<file path="config.mk">
export PLATFORM = sky130hd
export DESIGN_NAME = pll_div_chain
export DESIGN_NICKNAME = d
export VERILOG_FILES = /design/src/rtl/pll_div_pkg.sv /design/src/rtl/pll_ref_div.sv /design/src/rtl/pll_n_split.sv /design/src/rtl/pll_fb_div.sv /design/src/rtl/pll_div_chain.sv
export SDC_FILE = /design/constraint.sdc
export NUM_CORES = 1
export LEC_CHECK = 0
export ABC_AREA = 1
export BUFFER_PORTS_ARGS = -buffer_cell sky130_fd_sc_hd__buf_4
export CAP_MARGIN = 10
export CORE_MARGIN = 2
export CORE_UTILIZATION = 65
export CTS_CLUSTER_SIZE = 16
export DETAILED_ROUTE_END_ITERATION = 8
export GPL_TIMING_DRIVEN = 0
export PLACE_DENSITY_LB_ADDON = 0.12
export SYNTH_ARGS = -nofsm -noshare
export SYNTH_HDL_FRONTEND = slang
export SYNTH_HIERARCHICAL = 1
export SYNTH_SLANG_ARGS = --single-unit
</file>
<file path="constraint.sdc">
create_clock -name clk_i -period 5.6 [get_ports clk_i]
set_input_delay 1.4 -clock clk_i [delete_from_list [all_inputs] [get_ports clk_i]]
set_output_delay 1.4 -clock clk_i [all_outputs]
set_load 0.05 [all_outputs]
</file>
<file path="src/rtl/pll_div_pkg.sv">
package pll_div_pkg;
  localparam int unsigned REF_RATIO    = 65;
  localparam int unsigned DEF_PRESCALE = 32;
  localparam int unsigned DEF_N_W      = 18;
  localparam int unsigned DEF_N_RESET  = 1024;

  // smallest N whose swallow count never exceeds its main count
  function automatic int unsigned min_split_n(input int unsigned p);
    return p * (p - 1);
  endfunction
endpackage

</file>
<file path="src/rtl/pll_ref_div.sv">
module pll_ref_div #(
  parameter int unsigned RATIO = 65
) (
  input  logic clk_i,
  input  logic rst_ni,
  input  logic tick_i,
  output logic pulse_o
);
  localparam int unsigned RW = $clog2(RATIO);
  localparam logic [RW-1:0] LAST = RW'(RATIO - 1);

  logic [RW-1:0] cnt_q;
  logic          wrap;

  assign wrap = tick_i && (cnt_q == LAST);

  always_ff @(posedge clk_i or negedge rst_ni) begin
    if (!rst_ni) begin
      cnt_q   <= '0;
      pulse_o <= 1'b0;
    end else begin
      if (tick_i) cnt_q <= wrap ? '0 : cnt_q + RW'(1);
      pulse_o <= wrap;
    end
  end

  a_r1_ref_period: assert property (@(posedge clk_i) disable iff (!rst_ni)
    pulse_o |-> ($past(tick_i) && $past(cnt_q) == LAST && cnt_q == '0));
  a_r1_ref_single: assert property (@(posedge clk_i) disable iff (!rst_ni)
    pulse_o |=> !pulse_o || (RATIO == 1));
endmodule

</file>
<file path="src/rtl/pll_n_split.sv">
module pll_n_split #(
  parameter int unsigned N_W = 18,
  parameter int unsigned P   = 32,
  parameter int unsigned MW  = 14,
  parameter int unsigned SW  = 5
) (
  input  logic [N_W-1:0] n_i,
  output logic [MW-1:0]  main_o,
  output logic [SW-1:0]  swl_o,
  output logic           ok_o
);
  localparam logic [N_W-1:0] MIN_N = N_W'(pll_div_pkg::min_split_n(P));

  generate
    if ((P & (P - 1)) == 0) begin : g_pow2
      // power-of-two modulus: split is pure wiring
      logic [N_W-1:0] shifted;
      assign shifted = n_i >> SW;
      assign main_o  = MW'(shifted);
      assign swl_o   = n_i[SW-1:0];
    end else begin : g_div
      localparam logic [N_W-1:0] P_N = N_W'(P);
      logic [N_W-1:0] quo, rem;
      assign quo    = n_i / P_N;
      assign rem    = n_i % P_N;
      assign main_o = MW'(quo);
      assign swl_o  = SW'(rem);
    end
  endgenerate

  assign ok_o = (n_i >= MIN_N);
endmodule

</file>
<file path="src/rtl/pll_fb_div.sv">
module pll_fb_div #(
  parameter int unsigned P        = 32,
  parameter int unsigned MW       = 14,
  parameter int unsigned SW       = 5,
  parameter int unsigned RST_MAIN = 32,
  parameter int unsigned RST_SWL  = 0
) (
  input  logic          clk_i,
  input  logic          rst_ni,
  input  logic          tick_i,
  input  logic          load_i,
  input  logic          ok_i,
  input  logic [MW-1:0] main_i,
  input  logic [SW-1:0] swl_i,
  output logic          pulse_o,
  output logic          ack_o,
  output logic          err_o
);
  localparam int unsigned PW = $clog2(P + 1);
  localparam logic [PW-1:0] PRE_LONG  = PW'(P);      // P+1 events
  localparam logic [PW-1:0] PRE_SHORT = PW'(P - 1);  // P events

  logic [PW-1:0] pre_q, pre_d;
  logic [MW-1:0] main_q, main_d, act_main_q, pend_main_q, nxt_main;
  logic [SW-1:0] swl_q, swl_d, act_swl_q, pend_swl_q, nxt_swl;
  logic          pend_q, pre_end, cyc_end, take;

  assign take     = load_i && ok_i;
  assign pre_end  = tick_i && (pre_q == '0);
  assign cyc_end  = pre_end && (main_q == MW'(1));
  assign nxt_main = pend_q ? pend_main_q : act_main_q;
  assign nxt_swl  = pend_q ? pend_swl_q  : act_swl_q;

  always_comb begin
    main_d = main_q;
    swl_d  = swl_q;
    pre_d  = pre_q;
    if (tick_i) begin
      if (pre_q != '0) begin
        pre_d = pre_q - PW'(1);
      end else begin
        if (main_q == MW'(1)) begin
          main_d = nxt_main;
          swl_d  = nxt_swl;
        end else begin
          main_d = main_q - MW'(1);
          swl_d  = swl_q - SW'(swl_q != '0);
        end
        pre_d = (swl_d != '0) ? PRE_LONG : PRE_SHORT;
      end
    end
  end

  always_ff @(posedge clk_i or negedge rst_ni) begin
    if (!rst_ni) begin
      pre_q       <= (RST_SWL != 0) ? PRE_LONG : PRE_SHORT;
      main_q      <= MW'(RST_MAIN);
      swl_q       <= SW'(RST_SWL);
      act_main_q  <= MW'(RST_MAIN);
      act_swl_q   <= SW'(RST_SWL);
      pend_main_q <= '0;
      pend_swl_q  <= '0;
      pend_q      <= 1'b0;
      pulse_o     <= 1'b0;
      ack_o       <= 1'b0;
      err_o       <= 1'b0;
    end else begin
      pre_q  <= pre_d;
      main_q <= main_d;
      swl_q  <= swl_d;
      if (cyc_end) begin
        act_main_q <= nxt_main;
        act_swl_q  <= nxt_swl;
        pend_q     <= take;
      end else if (take) begin
        pend_q <= 1'b1;
      end
      if (take) begin
        pend_main_q <= main_i;
        pend_swl_q  <= swl_i;
      end
      pulse_o <= cyc_end;
      ack_o   <= cyc_end && pend_q;
      err_o   <= load_i && !ok_i;
    end
  end

  a_r2_fb_single: assert property (@(posedge clk_i) disable iff (!rst_ni)
    pulse_o |=> !pulse_o);
  a_r5_ack_on_boundary: assert property (@(posedge clk_i) disable iff (!rst_ni)
    ack_o |-> pulse_o);
  a_r3_swl_within_main: assert property (@(posedge clk_i) disable iff (!rst_ni)
    (MW'(swl_q) <= main_q) && (MW'(act_swl_q) <= act_main_q));
  a_r3_pre_range: assert property (@(posedge clk_i) disable iff (!rst_ni)
    pre_q <= PRE_LONG);
  a_r4_err_single: assert property (@(posedge clk_i) disable iff (!rst_ni)
    err_o |-> $past(load_i));
endmodule

</file>
<file path="src/rtl/pll_div_chain.sv">
module pll_div_chain #(
  parameter int unsigned N_W     = pll_div_pkg::DEF_N_W,
  parameter int unsigned P       = pll_div_pkg::DEF_PRESCALE,
  parameter int unsigned N_RESET = pll_div_pkg::DEF_N_RESET
) (
  input  logic           clk_i,
  input  logic           rst_ni,
  input  logic           ref_tick_i,
  input  logic           osc_tick_i,
  input  logic [N_W-1:0] n_i,
  input  logic           n_load_i,
  output logic           ref_pulse_o,
  output logic           fb_pulse_o,
  output logic           n_ack_o,
  output logic           n_err_o
);
  localparam int unsigned SW = $clog2(P);
  localparam int unsigned MW = N_W - SW + 1;

  logic [MW-1:0] split_main;
  logic [SW-1:0] split_swl;
  logic          split_ok;

  pll_ref_div #(.RATIO(pll_div_pkg::REF_RATIO)) u_ref (
    .clk_i  (clk_i),
    .rst_ni (rst_ni),
    .tick_i (ref_tick_i),
    .pulse_o(ref_pulse_o)
  );

  pll_n_split #(.N_W(N_W), .P(P), .MW(MW), .SW(SW)) u_split (
    .n_i   (n_i),
    .main_o(split_main),
    .swl_o (split_swl),
    .ok_o  (split_ok)
  );

  pll_fb_div #(
    .P(P), .MW(MW), .SW(SW),
    .RST_MAIN(N_RESET / P), .RST_SWL(N_RESET % P)
  ) u_fb (
    .clk_i  (clk_i),
    .rst_ni (rst_ni),
    .tick_i (osc_tick_i),
    .load_i (n_load_i),
    .ok_i   (split_ok),
    .main_i (split_main),
    .swl_i  (split_swl),
    .pulse_o(fb_pulse_o),
    .ack_o  (n_ack_o),
    .err_o  (n_err_o)
  );

  a_r4_err_excludes_ok: assert property (@(posedge clk_i) disable iff (!rst_ni)
    n_err_o |-> !$past(split_ok));
endmodule

</file>
==> out/qor.yml, run 1 <==
endpoint: "u_fb/pend_main_q[5]"
start_kind: "input port"
ff2ff_setup_slack_ns: 3.55
die_x_um: 83.5
worst-r2r-cell-count: 10
clock_path_buffers: 2
coreArea_um2: 6030
hold_ws_ns: 0.477
drt_iter0_drc: 244
synth_area_um2: 4110
cts_max_level: 3
synth.area.top_cells: "dfrtp_1 (41%), nand2_1 (10%), inv_1 (4.8%)"
synth_ff_type: "dfrtp_1"
p_per_area_nw_per_um2: 357
die-area_um2: 6980
grt_max_degree: 76
place_area_um2: 4360
antenna_found_initial: 0
slew-limit-headroom_pct: 39.1
tns_ns: 0
cts_setup_buffers: 0
worstPathRequired_ns: 5.82
cts_resized: 0
drive_gt1_share_pct: 24.8
syn2layout_area_growth_pct: 10.6
drc: 0
avgSynthCellArea_um2: 8.58
cts.sinks: 75
power_mw: 1.62
finalClockSkew_ns: 0.00817
seq_area_frac_synth_pct: 45.9
ys.warnings.count: 6
grt_usage_pct: 23.8
grt-ovfl-total: 0
gp_congestion: 0.837
grt_first_pass_wirelength_mm: 13.5
vias: 3103
cap_violations: 0
ant_nets: 0
slew_viol_final: 0
synth_edf_count: 0
cts_root_buf: "clkbuf_8"
antenna_cells: 0
syn_nets: 510
critPathArrivalTime_ns: 2.84
io-pin-count: 27
yosysTopAreaCellShare_pct: 41.4
finalCritPeriodShare_pct: 46.9
ir_drop_mv: 0.240
dpl.hpwl_mm: 5.54
p_leak_nw: 2.34
status: "finished, final reports clean"
tightest_slew_ns: 0.913
hold_path_class: "reg2reg"
port_buffers: 21
setup_violations: 0
clkTransAtPathRegs_ns: 0.07
async_flop_share_pct: 100
grt_pass1_vias: 2876
fin_nets: 542
wire_per_inst_um: 12.8
cts_tree: "yes"
timing.rr.start: "u_fb/swl_q[2]"
drt_wl_total_mm: 7.58
post_drt_via_cell_ratio: 5.25
n_fill_cell: 424
ctsHoldBuffers: 0
die_h_um: 83.5
worstSetupPathType: "in2reg"
fp-row-count: 28
critical_path.max_fanout: 10
initial_core_util_pct: 68.2
cp-startpoint: "n_i[15]"
design_area_um2: 4550
yosys.area.top_type: "dfrtp_1"
rsz0062_at_grt: "no"
synth_cell_types: 38
endpoint_kind: "flop"
yosys_register_bits: 75
drtPass1Iterations: 5
syn_inst: 479
max_freq_mhz: 381
r2r-end: "u_fb/pre_q[4]"
cts-buffers-inserted: 9
finalWorstPathRequiredPeriod_ns: 2.62
hold_viol_final: 0
clkLatencyLatePin_ns: 0.34
cell usage in the layout (no fill, tap or decap), types with 7 or more instances in the layout:
cell type,netlist,layout
xor2_1,8,8
inv_1,53,53
nand2_1,114,114
o21ai_0,31,31
nand2_2,13,13
nor2_1,47,47
ha_1,8,8
nand3_1,17,17
buf_4,20,41
a21oi_1,15,15
dfstp_2,7,7
mux2_2,17,17
clkbuf_8,0,12
o21ai_2,10,10
dfrtp_1,68,68
registers in the layout (all words and copies together), names as in the netlist:
name              flops
u_fb/swl_q            5
u_fb/pre_q            6
u_fb/pend_main_q     14
u_ref/pulse_o         1
u_fb/pend_q           1
u_fb/act_main_q      14
u_ref/cnt_q           7
u_fb/main_q          14
u_fb/ack_o            1
u_fb/act_swl_q        5
u_fb/pend_swl_q       5
u_fb/pulse_o          1
u_fb/err_o            1
per-layer routing:
layer | up-vias | wire (um) | GRT usage (%) | part of all wire (%)
met1 | 1439 | 3800 | 35.7 | 50
met4 | 0 | 119 | 7.33 | 1.6
li1 | 1582 | - | - | -
met3 | 12 | 276 | 4.06 | 3.6
met5 | - | 0 | 0 | 0
met2 | 70 | 3380 | 35.7 | 45
worst min-delay path by stage:
stage,depth (start not counted),slack (ns),from,endpoint
2_1_floorplan,2,0.44,u_fb/act_swl_q[0],u_fb/act_swl_q[0]
3_3_place_gp,2,0.45,u_fb/act_swl_q[4],u_fb/act_swl_q[4]
3_5_place_dp,2,0.46,u_fb/act_swl_q[4],u_fb/act_swl_q[4]
4_1_cts,2,0.48,u_fb/act_swl_q[4],u_fb/act_swl_q[4]
5_1_grt,2,0.51,u_fb/act_swl_q[1],u_fb/act_swl_q[1]
6_report,2,0.48,u_fb/act_swl_q[4],u_fb/act_swl_q[4]
critical path, cell delays in order:
cell,delay [ns]
buf_4,0.11
nor2_1,0.09
nand2_1,0.06
nor2_1,0.09
nand2_1,0.08
nand2_1,0.14
buf_1,0.47
mux2_2,0.40
where the power goes:
| group | switching [mW] | internal, mW | total (mW) |
|---|---|---|---|
| sequential | 0.0894 | 0.656 | 0.745 |
| clock | 0.188 | 0.197 | 0.385 |
| combinational | 0.292 | 0.200 | 0.493 |
| total | 0.570 | 1.05 | 1.62 |
cell usage after synthesis, types with 3 or more instances:
cell        n
a21oi_1    15
a31oi_1     4
buf_4      20
buf_6       3
clkbuf_1    3
dfrtp_1    68
dfstp_2     7
ha_1        8
inv_1      53
inv_2       3
mux2_2     17
nand2_1   114
nand2_2    13
nand3_1    17
nor2_1     47
nor2_2      3
nor2_4      3
o211ai_1    3
o211ai_2    6
o21ai_0    31
o21ai_2    10
o221ai_1    3
xor2_1      8
stage by stage:
stage	instances	util, %	setup slack, ns
2_1_floorplan	479	-	2.97
5_1_grt	591	75.4	2.79
3_5_place_dp	575	72.4	2.61
4_1_cts	591	75.4	2.97
6_report	591	75.4	2.98
3_3_place_gp	575	72.4	2.63
cell type report:
cell class / count / area (um2) / share of cell area (%)
flip-flops and latches: 75 / 1890 / 41.5
multi-input cells: 318 / 1800 / 39.6
inverters: 57 / 216 / 4.76
plain buffers: 29 / 208 / 4.57
clock buffers: 14 / 173 / 3.80
repair buffers: 21 / 158 / 3.47
well taps: 75 / 93.8 / 2.06
clock inverters: 2 / 10.0 / 0.220
kinds of logic (layout without fill, tap and decap cells):
logic type,Yosys count,in the layout,share of synthesized area (%)
muxes,17,17,4.66
xor gates and xnor gates,10,10,2.13
adders and majority gates,8,8,2.43
DFF,75,75,45.9
buffers and inverters,86,123,10.3
other,1,1,0.0912
AOI/OAI and AO/OA,75,75,11.9
and+or+nand+nor,207,207,22.6
Note: power is estimated with default switching activity, not from simulation.
==> run 2, diff against run 1 <==
--- a/config.mk
+++ b/config.mk
@@ -5,11 +5,11 @@
 export SDC_FILE = /design/constraint.sdc
 export NUM_CORES = 1
 export LEC_CHECK = 0
-export ABC_AREA = 1
+export ABC_AREA = 0
 export BUFFER_PORTS_ARGS = -buffer_cell sky130_fd_sc_hd__buf_4
 export CAP_MARGIN = 10
 export CORE_MARGIN = 2
-export CORE_UTILIZATION = 65
+export CORE_UTILIZATION = 60
 export CTS_CLUSTER_SIZE = 16
 export DETAILED_ROUTE_END_ITERATION = 8
 export GPL_TIMING_DRIVEN = 0
==> constraint.sdc (replaced) <==
create_clock -name clk_i -period 2.7 [get_ports clk_i]
set_input_delay 0.675 -clock clk_i [delete_from_list [all_inputs] [get_ports clk_i]]
set_output_delay 0.675 -clock clk_i [all_outputs]
set_load 0.05 [all_outputs]
==> run 2 against run 1 <==
  * Non-clock buffer count grew 5
  * Sequential cell count is the same
  * Core utilization shrank 6.4 points
  * Area after synthesis shrank 3.6%
  * Final area shrank 3.0%
  * Routed wire length shrank 0.17%
  * Highest routed layer unchanged
  * Die area grew 4.2%
  * Clock skew shrank 0.0010 ns
  * First-iteration DRC count shrank 46%
  * Critical path type is now reg2reg
  * Global-route usage shrank 0.99 points
  * Synthesized cell count shrank 25%
==> out/qor.yml, run 2 <==
hold_ws_ns: 0.461
multi_input_area_um2: 1800
ys.warnings.count: 6
place_area_um2: 4210
io-pin-count: 27
grt_first_pass_wirelength_mm: 13.1
cts_setup_buffers: 0
yosysMostFrequentCell: "dfrtp_1"
grt_max_degree: 76
cts.sinks: 75
cts-buffers-inserted: 9
seq_area_frac_synth_pct: 47.6
fp-row-count: 29
drc: 0
power_mw: 3.19
tightest_slew_ns: 0.913
async_flop_share_pct: 100
cts_root_buf: "clkbuf_8"
slew_viol_final: 0
wire_per_inst_um: 16.1
cts_max_level: 3
syn_nets: 389
initial_core_util_pct: 62.0
yosys.area.top_type: "dfrtp_1"
clkTransAtPathRegs_ns: 0.08
worstSetupPathType: "reg2reg"
p_leak_nw: 2.12
port_buffers: 20
drt_wl_total_mm: 7.56
utilization_pct: 69.0
rsz0062_at_grt: "no"
tns_ns: 0
syn2layout_area_growth_pct: 11.3
antenna_found_initial: 0
post_drt_via_cell_ratio: 5.82
vias: 2737
dpl.hpwl_mm: 5.32
drive_gt1_share_pct: 30.0
max_freq_mhz: 410
grt_pass1_vias: 2655
synth_edf_count: 0
ctsHoldBuffers: 0
finalClockSkew_ns: 0.00715
drt_iter0_drc: 131
synth_cell_types: 59
cap_violations: 0
syn_inst: 358
yosys-top-cells-count: "dfrtp_1 (68), mux2_2 (30), nand2_1 (29), buf_4 (21), nor2_1 (19)"
clkLatencyLatePin_ns: 0.34
setup_violations: 0
die_h_um: 85.3
cts_tree: "yes"
endpoint_kind: "flop"
synth_ff_type: "dfrtp_1"
design_area_um2: 4410
ir_drop_mv: 0.518
grt_usage_pct: 22.8
die_x_um: 85.3
antenna_cells: 0
finalCritPeriodShare_pct: 90.3
layout_commonest_cell: "dfrtp_1"
drtPass1Iterations: 4
synth_area_um2: 3960
p_per_area_nw_per_um2: 724
gp_congestion: 0.871
yosysTopAreaCellShare_pct: 42.9
clock_path_buffers: 2
worstPathRequired_ns: 2.99
avgSynthCellArea_um2: 11.1
synth.area.top_cells: "dfrtp_1 (43%), mux2_2 (8.5%), dfstp_2 (4.6%)"
layout_common_cells: "dfrtp_1 (68), buf_4 (41), mux2_2 (30)"
yosys_register_bits: 75
start_kind: "flop"
grt-ovfl-total: 0
cts_resized: 0
die-area_um2: 7270
finalWorstPathRequiredPeriod_ns: 2.44
coreArea_um2: 6390
ant_nets: 0
status: "finished, final reports clean"
slew-limit-headroom_pct: 39.2
hold_viol_final: 0
fin_nets: 420
critical_path.max_fanout: 5
hold_path_class: "in2async"
top_regs: "u_fb/act_main_q x14, u_fb/main_q x14, u_fb/pend_main_q x14"
n_fill_cell: 524
critPathArrivalTime_ns: 2.72
seq_area_um2: 1890
-- run 2: kinds of logic after synthesis --
logic type,share of synthesized area (%)
multiplexers,16.4
flip-flops,47.6
adder cells (fa/ha/maj),2.53
buffers and inverters,6.98
AND/OR/NAND/NOR,14.4
other,0.0946
XOR/XNOR,1.33
AO/OA/AOI/OAI,10.8
-- run 2: path summary, 6_finish.rpt --
kind / start / endpoint / slack (ns) / cells after the start
worst max-delay path: u_fb/swl_q[2] / u_fb/pre_q[4] / 0.26 / 9
worst min-delay path: rst_ni / u_fb/pre_q[5] / 0.46 / 1
worst max register to register: u_fb/swl_q[2] / u_fb/pre_q[4] / 0.26 / 9
worst min register to register: u_ref/cnt_q[5] / u_ref/cnt_q[5] / 0.50 / 1
max in group asynchronous: rst_ni / u_fb/pend_swl_q[2] / 1.64 / 1
min in group clk_i: u_ref/cnt_q[5] / u_ref/cnt_q[5] / 0.50 / 1
-- run 2: stage by stage --
| stage | instances | setup slack [ns] |
|---|---|---|
| after floorplan | 358 | 0.548 |
| after global placement | 455 | 0.218 |
| after detailed placement | 455 | 0.145 |
| after CTS | 470 | 0.278 |
| after global routing | 470 | 0.0741 |
| final | 470 | 0.262 |
-- run 2: where the power goes --
| part | internal [mW] | total, mW | switching (mW) |
|---|---|---|---|
| Combinational | 0.375 | 0.807 | 0.432 |
| Sequential | 1.33 | 1.51 | 0.185 |
| Clock | 0.473 | 0.871 | 0.399 |
-- run 2: worst max-delay path: stages (launching register included) --
cell and delay (ns):
dfrtp_1 0.43, nor2_1 0.23, nand2_1 0.08, ha_1 0.20
ha_1 0.25, xor2_1 0.18, nor3_1 0.26, or4b_1 0.46
a21o_1 0.22, nand2_1 0.07
-- run 2: cell type report --
| class | instances | share of cell area, % |
|---|---|---|
| Buffer | 35 | 5.16 |
| Clock buffer | 11 | 3.43 |
| Clock inverter | 4 | 1.11 |
| Inverter | 13 | 1.11 |
| Multi-Input combinational cell | 235 | 40.8 |
| Sequential cell | 75 | 42.8 |
| Tap cell | 77 | 2.19 |
| Timing Repair Buffer | 20 | 3.41 |
-- run 2: metal layers --
metal	wire, um	vias to the layer above	part of all wire, %	track usage [%]
met5	0	-	0	0
met4	58	0	0.77	5.77
met3	320	7	4.2	5.06
met2	3500	50	46	34.3
met1	3680	1350	49	33.8
li1	-	1330	-	-
==> run 3, diff against run 2 <==
--- a/config.mk
+++ b/config.mk
@@ -13,7 +13,7 @@
 export CTS_CLUSTER_SIZE = 16
 export DETAILED_ROUTE_END_ITERATION = 8
 export GPL_TIMING_DRIVEN = 0
-export PLACE_DENSITY_LB_ADDON = 0.12
+export PLACE_DENSITY = 0.9
 export SYNTH_ARGS = -nofsm -noshare
 export SYNTH_HDL_FRONTEND = slang
 export SYNTH_HIERARCHICAL = 1
==> run 3 against run 2 <==
  * Register-to-register slack improved by 0.08 ns
  * Non-clock buffer count did not move
  * Critical path depth did not move
  * Maximum frequency rose by 3.3%
  * Critical endpoint is now u_fb/pre_q[3]
  * Largest cell class unchanged
==> out/qor.yml, run 3 (same netlist as run 2, synthesis figures left out) <==
status: "finished, final reports clean"
critPathArrivalTime_ns: 2.66
setup_violations: 0
fin_nets: 420
drc: 0
port_buffers: 20
die_h_um: 85.3
die_x_um: 85.3
hold_path_class: "in2async"
io-pin-count: 27
cts_root_buf: "clkbuf_8"
clock_path_buffers: 2
critical_path.max_fanout: 5
endpoint_kind: "flop"
ir_drop_mv: 0.497
clkTransAtPathRegs_ns: 0.08
grt_first_pass_wirelength_mm: 13.7
antenna_cells: 0
syn2layout_area_growth_pct: 12.6
layout_commonest_cell: "dfrtp_1"
drt_wl_total_mm: 8.11
p_per_area_nw_per_um2: 765
path_cells: "nor2_1 > nand2_1 > ha_1 > ha_1 > xor2_1 > nor3_1 > or4b_1 > a21o_1 > nand2_1"
finalCritPeriodShare_pct: 87.4
post_drt_via_cell_ratio: 5.99
cts_max_level: 3
cts-buffers-inserted: 9
ff2ff_setup_slack_ns: 0.34
slew_viol_final: 0
layout_common_cells: "dfrtp_1 (68), buf_4 (41), mux2_2 (30)"
crit_slowest_cell: "or4b_1"
drt_iter0_drc: 229
antenna_found_initial: 0
grt-ovfl-total: 0
die-area_um2: 7270
worstSetupPathType: "reg2reg"
coreArea_um2: 6390
ctsHoldBuffers: 0
design_area_um2: 4460
cts_resized: 0
start_kind: "flop"
dpl.hpwl_mm: 5.50
tightest_slew_ns: 0.933
grt_pass1_vias: 2850
vias: 2822
p_leak_nw: 2.14
max_stage_delay_ns: 0.45
ant_nets: 0
power_mw: 3.42
cts_setup_buffers: 0
slew-limit-headroom_pct: 37.8
cts_tree: "yes"
gp_congestion: 0.881
cap_violations: 0
finalWorstPathRequiredPeriod_ns: 2.36
drtPass1Iterations: 4
rsz0062_at_grt: "no"
clkLatencyLatePin_ns: 0.36
tns_ns: 0
fp-row-count: 29
wire_per_inst_um: 17.2
top_regs: "u_fb/act_main_q x14, u_fb/main_q x14, u_fb/pend_main_q x14"
finalClockSkew_ns: 0.00569
hold_viol_final: 0
cts.sinks: 75
max_freq_mhz: 424
crit_buf_inv: 0
place_area_um2: 4210
critPathTopFamily: "simple AND/OR/NAND/NOR gates"
grt_max_degree: 76
drive_gt1_share_pct: 29.9
grt_usage_pct: 24.0
worstPathRequired_ns: 3.00
initial_core_util_pct: 62.0
## run 3: cell count changes in the layout (fill, tap and decap cells not counted)
cell,previous run,this run
bufinv_16,1,3
clkinv_2,2,0
clkinvlp_4,0,1
clkbuf_1,8,9
inv_6,1,0
## run 3: through the flow
step | instances | hold slack (ns) | worst slack (ns) | utilization, %
floorplan | 358 | 0.379 | 0.548 | -
detailed placement | 455 | 0.487 | 0.214 | 65.9
global placement | 455 | 0.483 | 0.255 | 65.9
finish | 471 | 0.456 | 0.340 | 69.9
CTS | 471 | 0.498 | 0.350 | 69.9
global route | 471 | 0.519 | 0.167 | 69.9
## run 3: worst paths after layout
| kind | cells after the start | from | to |
|---|---|---|---|
| setup / recovery | 9 | u_fb/swl_q[2] | u_fb/pre_q[3] |
| hold / removal | 1 | rst_ni | u_fb/act_main_q[9] |
| setup reg to reg | 9 | u_fb/swl_q[2] | u_fb/pre_q[3] |
| hold reg to reg | 1 | u_ref/cnt_q[5] | u_ref/cnt_q[5] |
| max in group asynchronous | 1 | rst_ni | u_fb/act_swl_q[0] |
| min in group clk_i | 1 | u_ref/cnt_q[5] | u_ref/cnt_q[5] |
## run 3: routing by layer
metal	track usage [%]	share of wire, %
met1	31.6	43
met2	38.6	50
met3	5.54	4.7
met4	9.67	2.2
met5	0	0
## run 3: power by group
group	internal, mW	switching (mW)
clock network	0.665	0.415
logic	0.376	0.442
registers	1.33	0.187
## run 3: cell type report
cell class                 count  area, um2
inverter                      13       48.8
fill                         474       1920
clock inverter                 4       97.6
sequential                    75       1890
clock buffer                  12        155
buffer                        35        228
timing repair buffer          20        150
multi-input combinational    235       1800
tap                           77       96.3
## run 3: worst register-to-register path: cells and delay by family (launching register included)
kind / cells / cell delay (ns)
XOR/XNOR: 1 / 0.18
flip-flops: 1 / 0.43
adder cells (fa/ha/maj): 2 / 0.45
AND/OR/NAND/NOR: 5 / 1.02
AO/OA/AOI/OAI: 1 / 0.21
